<file path="src/rtl/cbs_pkg.sv">
package cbs_pkg;

   typedef enum logic [1:0] {
      SRC_IDLE  = 2'd0,
      SRC_DATA  = 2'd1,
      SRC_STUFF = 2'd2,
      SRC_FLAG  = 2'd3
   } tx_src_e;

   localparam logic LVL_DOMINANT  = 1'b0;
   localparam logic LVL_RECESSIVE = 1'b1;

   function automatic int unsigned cnt_width(input int unsigned n);
      return (n < 2) ? 1 : $clog2(n + 1);
   endfunction

endpackage

</file>
<file path="src/rtl/cbs_run_track.sv">
module cbs_run_track #(
   parameter int unsigned RUN_LEN = 5,
   localparam int unsigned RUN_W  = cbs_pkg::cnt_width(RUN_LEN)
) (
   input  logic             clk,
   input  logic             rst_n,
   input  logic             upd,
   input  logic             clr,
   input  logic             bit_in,
   output logic [RUN_W-1:0] run_cnt,
   output logic             last_bit,
   output logic             run_full
);

   localparam logic [RUN_W-1:0] FULL_V = RUN_W'(RUN_LEN);
   localparam logic [RUN_W-1:0] ONE_V  = RUN_W'(1);

   logic same_run;

   assign same_run = (run_cnt != '0) && (bit_in == last_bit);
   assign run_full = (run_cnt == FULL_V);

   always_ff @(posedge clk or negedge rst_n) begin
      if (!rst_n) begin
         run_cnt  <= '0;
         last_bit <= cbs_pkg::LVL_RECESSIVE;
      end else if (clr) begin
         run_cnt  <= '0;
      end else if (upd) begin
         last_bit <= bit_in;
         if (!same_run)
            run_cnt <= ONE_V;
         else if (!run_full)
            run_cnt <= run_cnt + ONE_V;
      end
   end

   a_r2_run_bounded: assert property (@(posedge clk) disable iff (!rst_n)
      run_cnt <= FULL_V);

   a_r3_new_run_on_change: assert property (@(posedge clk) disable iff (!rst_n)
      (upd && !clr && (bit_in != last_bit)) |=> (run_cnt == ONE_V));

endmodule

</file>
<file path="src/rtl/cbs_flag_gen.sv">
module cbs_flag_gen #(
   parameter int unsigned FLAG_LEN = 6,
   localparam int unsigned FW     = cbs_pkg::cnt_width(FLAG_LEN)
) (
   input  logic clk,
   input  logic rst_n,
   input  logic bit_tick,
   input  logic trig,
   output logic active
);

   localparam logic [FW-1:0] LAST_V = FW'(FLAG_LEN);

   logic          pend;
   logic [FW-1:0] cnt;
   logic [FW-1:0] nxt;

   assign active = pend || (cnt != '0);
   assign nxt    = (pend ? '0 : cnt) + FW'(1);

   always_ff @(posedge clk or negedge rst_n) begin
      if (!rst_n) begin
         pend <= 1'b0;
         cnt  <= '0;
      end else if (bit_tick && active) begin
         pend <= 1'b0;
         cnt  <= (nxt == LAST_V) ? '0 : nxt;
      end else if (trig && !active) begin
         pend <= 1'b1;
      end
   end

   a_r9_count_bounded: assert property (@(posedge clk) disable iff (!rst_n)
      cnt < LAST_V);

   a_r10_hold_between_ticks: assert property (@(posedge clk) disable iff (!rst_n)
      (!bit_tick && (cnt != '0)) |=> (cnt == $past(cnt)));

   a_r10_no_pend_while_running: assert property (@(posedge clk) disable iff (!rst_n)
      (cnt != '0) |-> !pend);

endmodule

</file>
<file path="src/rtl/cbs_tx_stuffer.sv">
module cbs_tx_stuffer #(
   parameter int unsigned RUN_LEN = 5
) (
   input  logic clk,
   input  logic rst_n,
   input  logic bit_tick,
   input  logic region,
   input  logic flag_active,
   input  logic tx_valid,
   input  logic tx_data,
   output logic tx_ready,
   output logic tx_bit
);
   import cbs_pkg::*;

   localparam int unsigned RUN_W = cnt_width(RUN_LEN);

   tx_src_e          src;
   logic             stuff_due;
   logic             nxt_bit;
   logic             upd;
   logic             clr;
   logic [RUN_W-1:0] run_cnt;
   logic             last_bit;
   logic             run_full;

   assign stuff_due = region && run_full;

   always_comb begin
      if (flag_active)      src = SRC_FLAG;
      else if (stuff_due)   src = SRC_STUFF;
      else if (tx_valid)    src = SRC_DATA;
      else                  src = SRC_IDLE;
   end

   always_comb begin
      unique case (src)
         SRC_FLAG:  nxt_bit = LVL_DOMINANT;
         SRC_STUFF: nxt_bit = ~last_bit;
         SRC_DATA:  nxt_bit = tx_data;
         default:   nxt_bit = LVL_RECESSIVE;
      endcase
   end

   assign tx_ready = !flag_active && !stuff_due;
   assign upd      = bit_tick && ((src == SRC_STUFF) || ((src == SRC_DATA) && region));
   assign clr      = bit_tick && !upd;

   cbs_run_track #(.RUN_LEN(RUN_LEN)) u_run (
      .clk      (clk),
      .rst_n    (rst_n),
      .upd      (upd),
      .clr      (clr),
      .bit_in   (nxt_bit),
      .run_cnt  (run_cnt),
      .last_bit (last_bit),
      .run_full (run_full)
   );

   always_ff @(posedge clk or negedge rst_n) begin
      if (!rst_n)        tx_bit <= LVL_RECESSIVE;
      else if (bit_tick) tx_bit <= nxt_bit;
   end

   a_r2_stuff_opposite: assert property (@(posedge clk) disable iff (!rst_n)
      (bit_tick && (src == SRC_STUFF)) |=> (tx_bit != $past(last_bit)));

   a_r4_clear_outside: assert property (@(posedge clk) disable iff (!rst_n)
      (bit_tick && !region) |=> (run_cnt == '0));

   a_r5_idle_recessive: assert property (@(posedge clk) disable iff (!rst_n)
      (bit_tick && !flag_active && !stuff_due && !tx_valid) |=> (tx_bit == LVL_RECESSIVE));

endmodule

</file>
<file path="src/rtl/cbs_rx_destuffer.sv">
module cbs_rx_destuffer #(
   parameter int unsigned RUN_LEN = 5
) (
   input  logic clk,
   input  logic rst_n,
   input  logic bit_tick,
   input  logic region,
   input  logic rx_bit,
   output logic rx_valid,
   output logic rx_data,
   output logic rx_stuff_err
);
   import cbs_pkg::*;

   localparam int unsigned RUN_W = cnt_width(RUN_LEN);

   logic             at_stuff;
   logic             violation;
   logic             upd;
   logic             clr;
   logic [RUN_W-1:0] run_cnt;
   logic             last_bit;
   logic             run_full;

   assign at_stuff  = region && run_full;
   assign violation = at_stuff && (rx_bit == last_bit);
   assign upd       = bit_tick && region && !violation;
   assign clr       = bit_tick && (!region || violation);

   cbs_run_track #(.RUN_LEN(RUN_LEN)) u_run (
      .clk      (clk),
      .rst_n    (rst_n),
      .upd      (upd),
      .clr      (clr),
      .bit_in   (rx_bit),
      .run_cnt  (run_cnt),
      .last_bit (last_bit),
      .run_full (run_full)
   );

   always_ff @(posedge clk or negedge rst_n) begin
      if (!rst_n) begin
         rx_valid     <= 1'b0;
         rx_data      <= LVL_RECESSIVE;
         rx_stuff_err <= 1'b0;
      end else begin
         rx_valid     <= bit_tick && !at_stuff;
         rx_stuff_err <= bit_tick && violation;
         if (bit_tick) rx_data <= rx_bit;
      end
   end

   a_r12_valid_after_tick: assert property (@(posedge clk) disable iff (!rst_n)
      rx_valid |-> $past(bit_tick));

   a_r7_err_only_on_full: assert property (@(posedge clk) disable iff (!rst_n)
      rx_stuff_err |-> $past(region && (run_cnt == RUN_W'(RUN_LEN))));

   a_r7_err_excludes_valid: assert property (@(posedge clk) disable iff (!rst_n)
      !(rx_valid && rx_stuff_err));

   a_r8_no_err_outside: assert property (@(posedge clk) disable iff (!rst_n)
      (bit_tick && !region) |=> !rx_stuff_err);

endmodule

</file>
<file path="src/rtl/can_stuff_unit.sv">
module can_stuff_unit #(
   parameter int unsigned RUN_LEN   = 5,
   parameter int unsigned FLAG_LEN  = 6,
   parameter bit          AUTO_FLAG = 1'b1
) (
   input  logic clk,
   input  logic rst_n,
   input  logic bit_tick,
   input  logic flag_req,
   output logic flag_busy,
   input  logic tx_region,
   input  logic tx_valid,
   input  logic tx_data,
   output logic tx_ready,
   output logic tx_bit,
   input  logic rx_region,
   input  logic rx_bit,
   output logic rx_valid,
   output logic rx_data,
   output logic rx_stuff_err
);

   logic flag_trig;

   generate
      if (RUN_LEN < 2) begin : g_bad_run
         $error("RUN_LEN must be at least 2");
      end
      if (FLAG_LEN <= RUN_LEN) begin : g_bad_flag
         $error("FLAG_LEN must exceed RUN_LEN so the flag breaks the stuffing rule");
      end
      if (AUTO_FLAG) begin : g_auto
         assign flag_trig = flag_req || rx_stuff_err;
      end else begin : g_manual
         assign flag_trig = flag_req;
      end
   endgenerate

   cbs_flag_gen #(.FLAG_LEN(FLAG_LEN)) u_flag (
      .clk      (clk),
      .rst_n    (rst_n),
      .bit_tick (bit_tick),
      .trig     (flag_trig),
      .active   (flag_busy)
   );

   cbs_tx_stuffer #(.RUN_LEN(RUN_LEN)) u_tx (
      .clk         (clk),
      .rst_n       (rst_n),
      .bit_tick    (bit_tick),
      .region      (tx_region),
      .flag_active (flag_busy),
      .tx_valid    (tx_valid),
      .tx_data     (tx_data),
      .tx_ready    (tx_ready),
      .tx_bit      (tx_bit)
   );

   cbs_rx_destuffer #(.RUN_LEN(RUN_LEN)) u_rx (
      .clk          (clk),
      .rst_n        (rst_n),
      .bit_tick     (bit_tick),
      .region       (rx_region),
      .rx_bit       (rx_bit),
      .rx_valid     (rx_valid),
      .rx_data      (rx_data),
      .rx_stuff_err (rx_stuff_err)
   );

   a_r9_flag_dominant: assert property (@(posedge clk) disable iff (!rst_n)
      (bit_tick && flag_busy) |=> (tx_bit == 1'b0));

   a_r9_flag_blocks_ready: assert property (@(posedge clk) disable iff (!rst_n)
      flag_busy |-> !tx_ready);

endmodule

</file>
<file path="config.mk">
export PLATFORM = sky130hd
export DESIGN_NAME = can_stuff_unit
export DESIGN_NICKNAME = d
export VERILOG_FILES = /design/src/rtl/cbs_pkg.sv /design/src/rtl/cbs_run_track.sv /design/src/rtl/cbs_flag_gen.sv /design/src/rtl/cbs_tx_stuffer.sv /design/src/rtl/cbs_rx_destuffer.sv /design/src/rtl/can_stuff_unit.sv
export SDC_FILE = /design/constraint.sdc
export NUM_CORES = 1
export LEC_CHECK = 0
export CORE_MARGIN = 2
export CORE_UTILIZATION = 55
export DETAILED_ROUTE_END_ITERATION = 6
export PLACE_DENSITY = 0.93
export SLEW_MARGIN = 10
export SYNTH_ARGS = -nofsm -noshare
export SYNTH_HDL_FRONTEND = slang
export SYNTH_SLANG_ARGS = --single-unit
</file>
<file path="constraint.sdc">
create_clock -name clk -period 4.81 [get_ports clk]
set_input_delay 0.962 -clock clk [delete_from_list [all_inputs] [get_ports clk]]
set_output_delay 0.962 -clock clk [all_outputs]
set_load 0.01 [all_outputs]
</file>
==> run_results.csv <==
group,metric,value,unit
cts,cts_setup_buffers,0,
synth,yosys.area.top_type,"dfrtp_1",
layout,biggestRegsByFlops,"u_flag.cnt (3), u_rx.u_run.run_cnt (3), u_tx.u_run.run_cnt (3)",
timing,min_period_over_period,0.6940,
timing,setup_violations,0,
place,dp_hpwl,1360,µm
layout,final_layout_size_suffix_gt1_frac,0.1226,
cts,h-tree-depth,1,
cts,cts_resized,0,
worst_setup_path,cp-start-kind,"input pin",
cts,cts_tree,"yes",
cts,cts_made_buffers,3,
die,die_w,45.23,µm
synth,yosys_register_bits,16,
pwr,powerDensity,402.0,nW/µm²
worst_setup_path,slowest_delay,0.54,ns
pwr,seq_power_share,0.442,
job,maxCapViolations,0,
layout,multiInputGateArea,483.0,µm²
layout,final_cells,122,
routing,route.detailed.drc,0,
global_route,grt_pass1_vias,683,
routing,drt_wl_total,1799,µm
worst_setup_path,worstPathMaxFanout,5,
pwr,leakagePower,0.0005165,µW
place,place.gp.congestion,0.7781,
pwr,switching_share,0.3486,
global_route,grt_max_degree,17,
layout,final_util,0.7216,
layout,nets,124,
global_route,antenna_found_initial,0,
worst_setup_path,startpoint,"tx_region",
synth,yosysWarnings,0,
place,pre_cts_slack,1.479,ns
timing,hold_viol,0,
routing,drt-pass1-iter-count,4,
die,die_h,45.23,µm
timing,rsz0062_at_grt,"false",
worst_setup_path,setup.worst_path.class,"in -> out",
global_route,grt_util_all_layers,0.2109,
layout,mostFrequentLayoutCells,"clkdlybuf4s50_1, dfrtp_1, inv_1",
synth,avgSynthCellArea,10.38,µm²
die,start_util,0.6063,
layout,antenna_cells,0,
synth,netlist_top_cells_area,"dfrtp_1, dfstp_2, ha_1",
worst_setup_path,critical_path_arrival,2.38,ns
global_route,grt_pass1_wl,2987,µm
worst_setup_path,crit_family,"buffers and inverters",
layout,fillCellCount,121,
cts,insertion_delay,0.29,ns
die,core.rowCount,14,
place,port_buffers,14,
worst_setup_path,path_common_cell,"clkdlybuf4s50_1",
routing,antenna_left,0,
cts,clock_path_buffers,2,
routing,routed_via_density,5.877,
die,ios,15,
outcome,status,"completed",
pwr,pwr-share-clk,0.169,
synth,syn_area,934.6,µm²
worst_setup_path,cp_num_buf_inv,2,
pwr,p_comb_frac,0.389,
worst_setup_path,crit_slowest_cell,"clkdlybuf4s50_1",
global_route,overflow,0,
layout,regArea,405.4,µm²
timing,drv_slew,0,
routing,drt_iter0_drc,21,
timing,finClkSkew,0.001186,ns
cts,cts_hold_buf,0,
timing,setup_ws,1.472,ns
pwr,p_int,291.2,µW
die,die_area,2045,µm²
min_path,hold_path.class,"reg -> reg",
die,fp.coreArea,1541,µm²
timing,max_clock_freq,299.6,MHz
layout,area_growth,19.01,%
timing,fin_tns_setup,0,ns
synth,synth_cell_types,32,
timing,tightest_slew,0.7123,ns
worst_setup_path,r2r-start,"u_flag.cnt[1]$_DFFE_PN0P_",
worst_setup_path,crit_path_end_kind,"primary output",
synth,ys_seq_area_frac,0.4337,
timing,period_needed,3.338,ns
worst_setup_path,cp_cell_sequence,"clkdlybuf4s50_1, nand3_1, and2_2, clkdlybuf4s50_1",
synth,synth_cells,90,
synth,synth_top_area_frac,0.3213,
synth,synth_nets,107,
layout,final_common_cell,"clkdlybuf4s50_1",
min_path,hp-start,"u_tx.u_run.run_cnt[1]$_DFFE_PN0P_",
cts,clock-sinks,16,
cts,path_clk_slew,0.09,ns
pwr,power.switching,155.9,µW
timing,relSlewSlack,0.5237,
routing,avgRoutedWirePerCell,14.75,µm
routing,num_vias,717,
worst_setup_path,cp.required,3.85,ns
place,dp_cells,118,
pwr,peakVddDrop,210.9,µV
cts,cts_root_buffer,"clkbuf_4",
-- routing by layer --
layer | global-route usage | vias up | wire, µm | part of all wire
met5 | 0 | - | 0 | 0
met4 | 0.1059 | 0 | 29 | 0.016
met3 | 0.05200 | 4 | 78 | 0.043
met2 | 0.3571 | 21 | 943 | 0.52
met1 | 0.2462 | 343 | 747 | 0.42
li1 | - | 349 | - | -
-- path summary, 6_finish.rpt --
path	end	slack (ns)	cells after the start
setup / recovery	tx_ready	1.47	4
hold / removal	u_tx.u_run.run_cnt[1]$_DFFE_PN0P_	0.55	1
setup reg to reg	u_tx.u_run.run_cnt[2]$_DFFE_PN0P_	3.08	4
hold reg to reg	u_tx.u_run.run_cnt[1]$_DFFE_PN0P_	0.55	1
max in group asynchronous	u_flag.cnt[2]$_DFFE_PN0P_	3.27	1
min in group asynchronous	u_tx.u_run.run_cnt[0]$_DFFE_PN0P_	1.09	1
-- synth_stat cells, drive strengths merged --
cell type,count
and2,1
nor3,6
nand4bb,1
dfrtp,12
o211ai,1
a2111oi,1
o22ai,2
nand4b,1
nor4,1
ha,8
or2b,1
nor2,3
a21oi,1
xnor2,2
a31oi,1
a21o,3
nand3,1
mux2,2
nand2,6
a22o,2
buf,1
o21ai,5
a21boi,1
inv,10
xor2,1
a211o,1
clkbuf,1
o41ai,2
o2bb2ai,1
nand2b,3
nor2b,4
dfstp,4
-- through the flow --
step | hold WS, ns | cell area, µm² | power [µW]
2_1_floorplan | 0.4994 | 934.6 | 304.5
3_3_place_gp | 0.5105 | 1086 | 364.1
3_5_place_dp | 0.5276 | 1086 | 375.0
4_1_cts | 0.5525 | 1112 | 451.1
5_1_grt | 0.5731 | 1112 | 475.7
6_report | 0.5455 | 1112 | 447.1
-- cell families after synthesis --
logic type	share of synthesized area
buffers and inverters	0.04953
xor gates and xnor gates	0.02812
muxes	0.02409
and+or+nand+nor	0.1968
DFF	0.4337
adders and majority gates	0.1071
AOI/OAI and AO/OA	0.1606
-- cell type report --
class | count | share of cell area
Sequential cell | 16 | 0.3645
Tap cell | 16 | 0.01800
Clock buffer | 4 | 0.02362
Inverter | 10 | 0.03375
Timing Repair Buffer | 14 | 0.1260
Multi-Input combinational cell | 62 | 0.4342
-- power groups by stage --
stage / clock (µW) / combinational, µW / sequential (µW)
2_1_floorplan: 0 / 108 / 197
3_3_place_gp: 0 / 166 / 198
3_5_place_dp: 0 / 175 / 200
4_1_cts: 77.9 / 175 / 198
5_1_grt: 82.2 / 192 / 202
6_report: 75.8 / 174 / 197
Power figures use the tool's default switching activity.
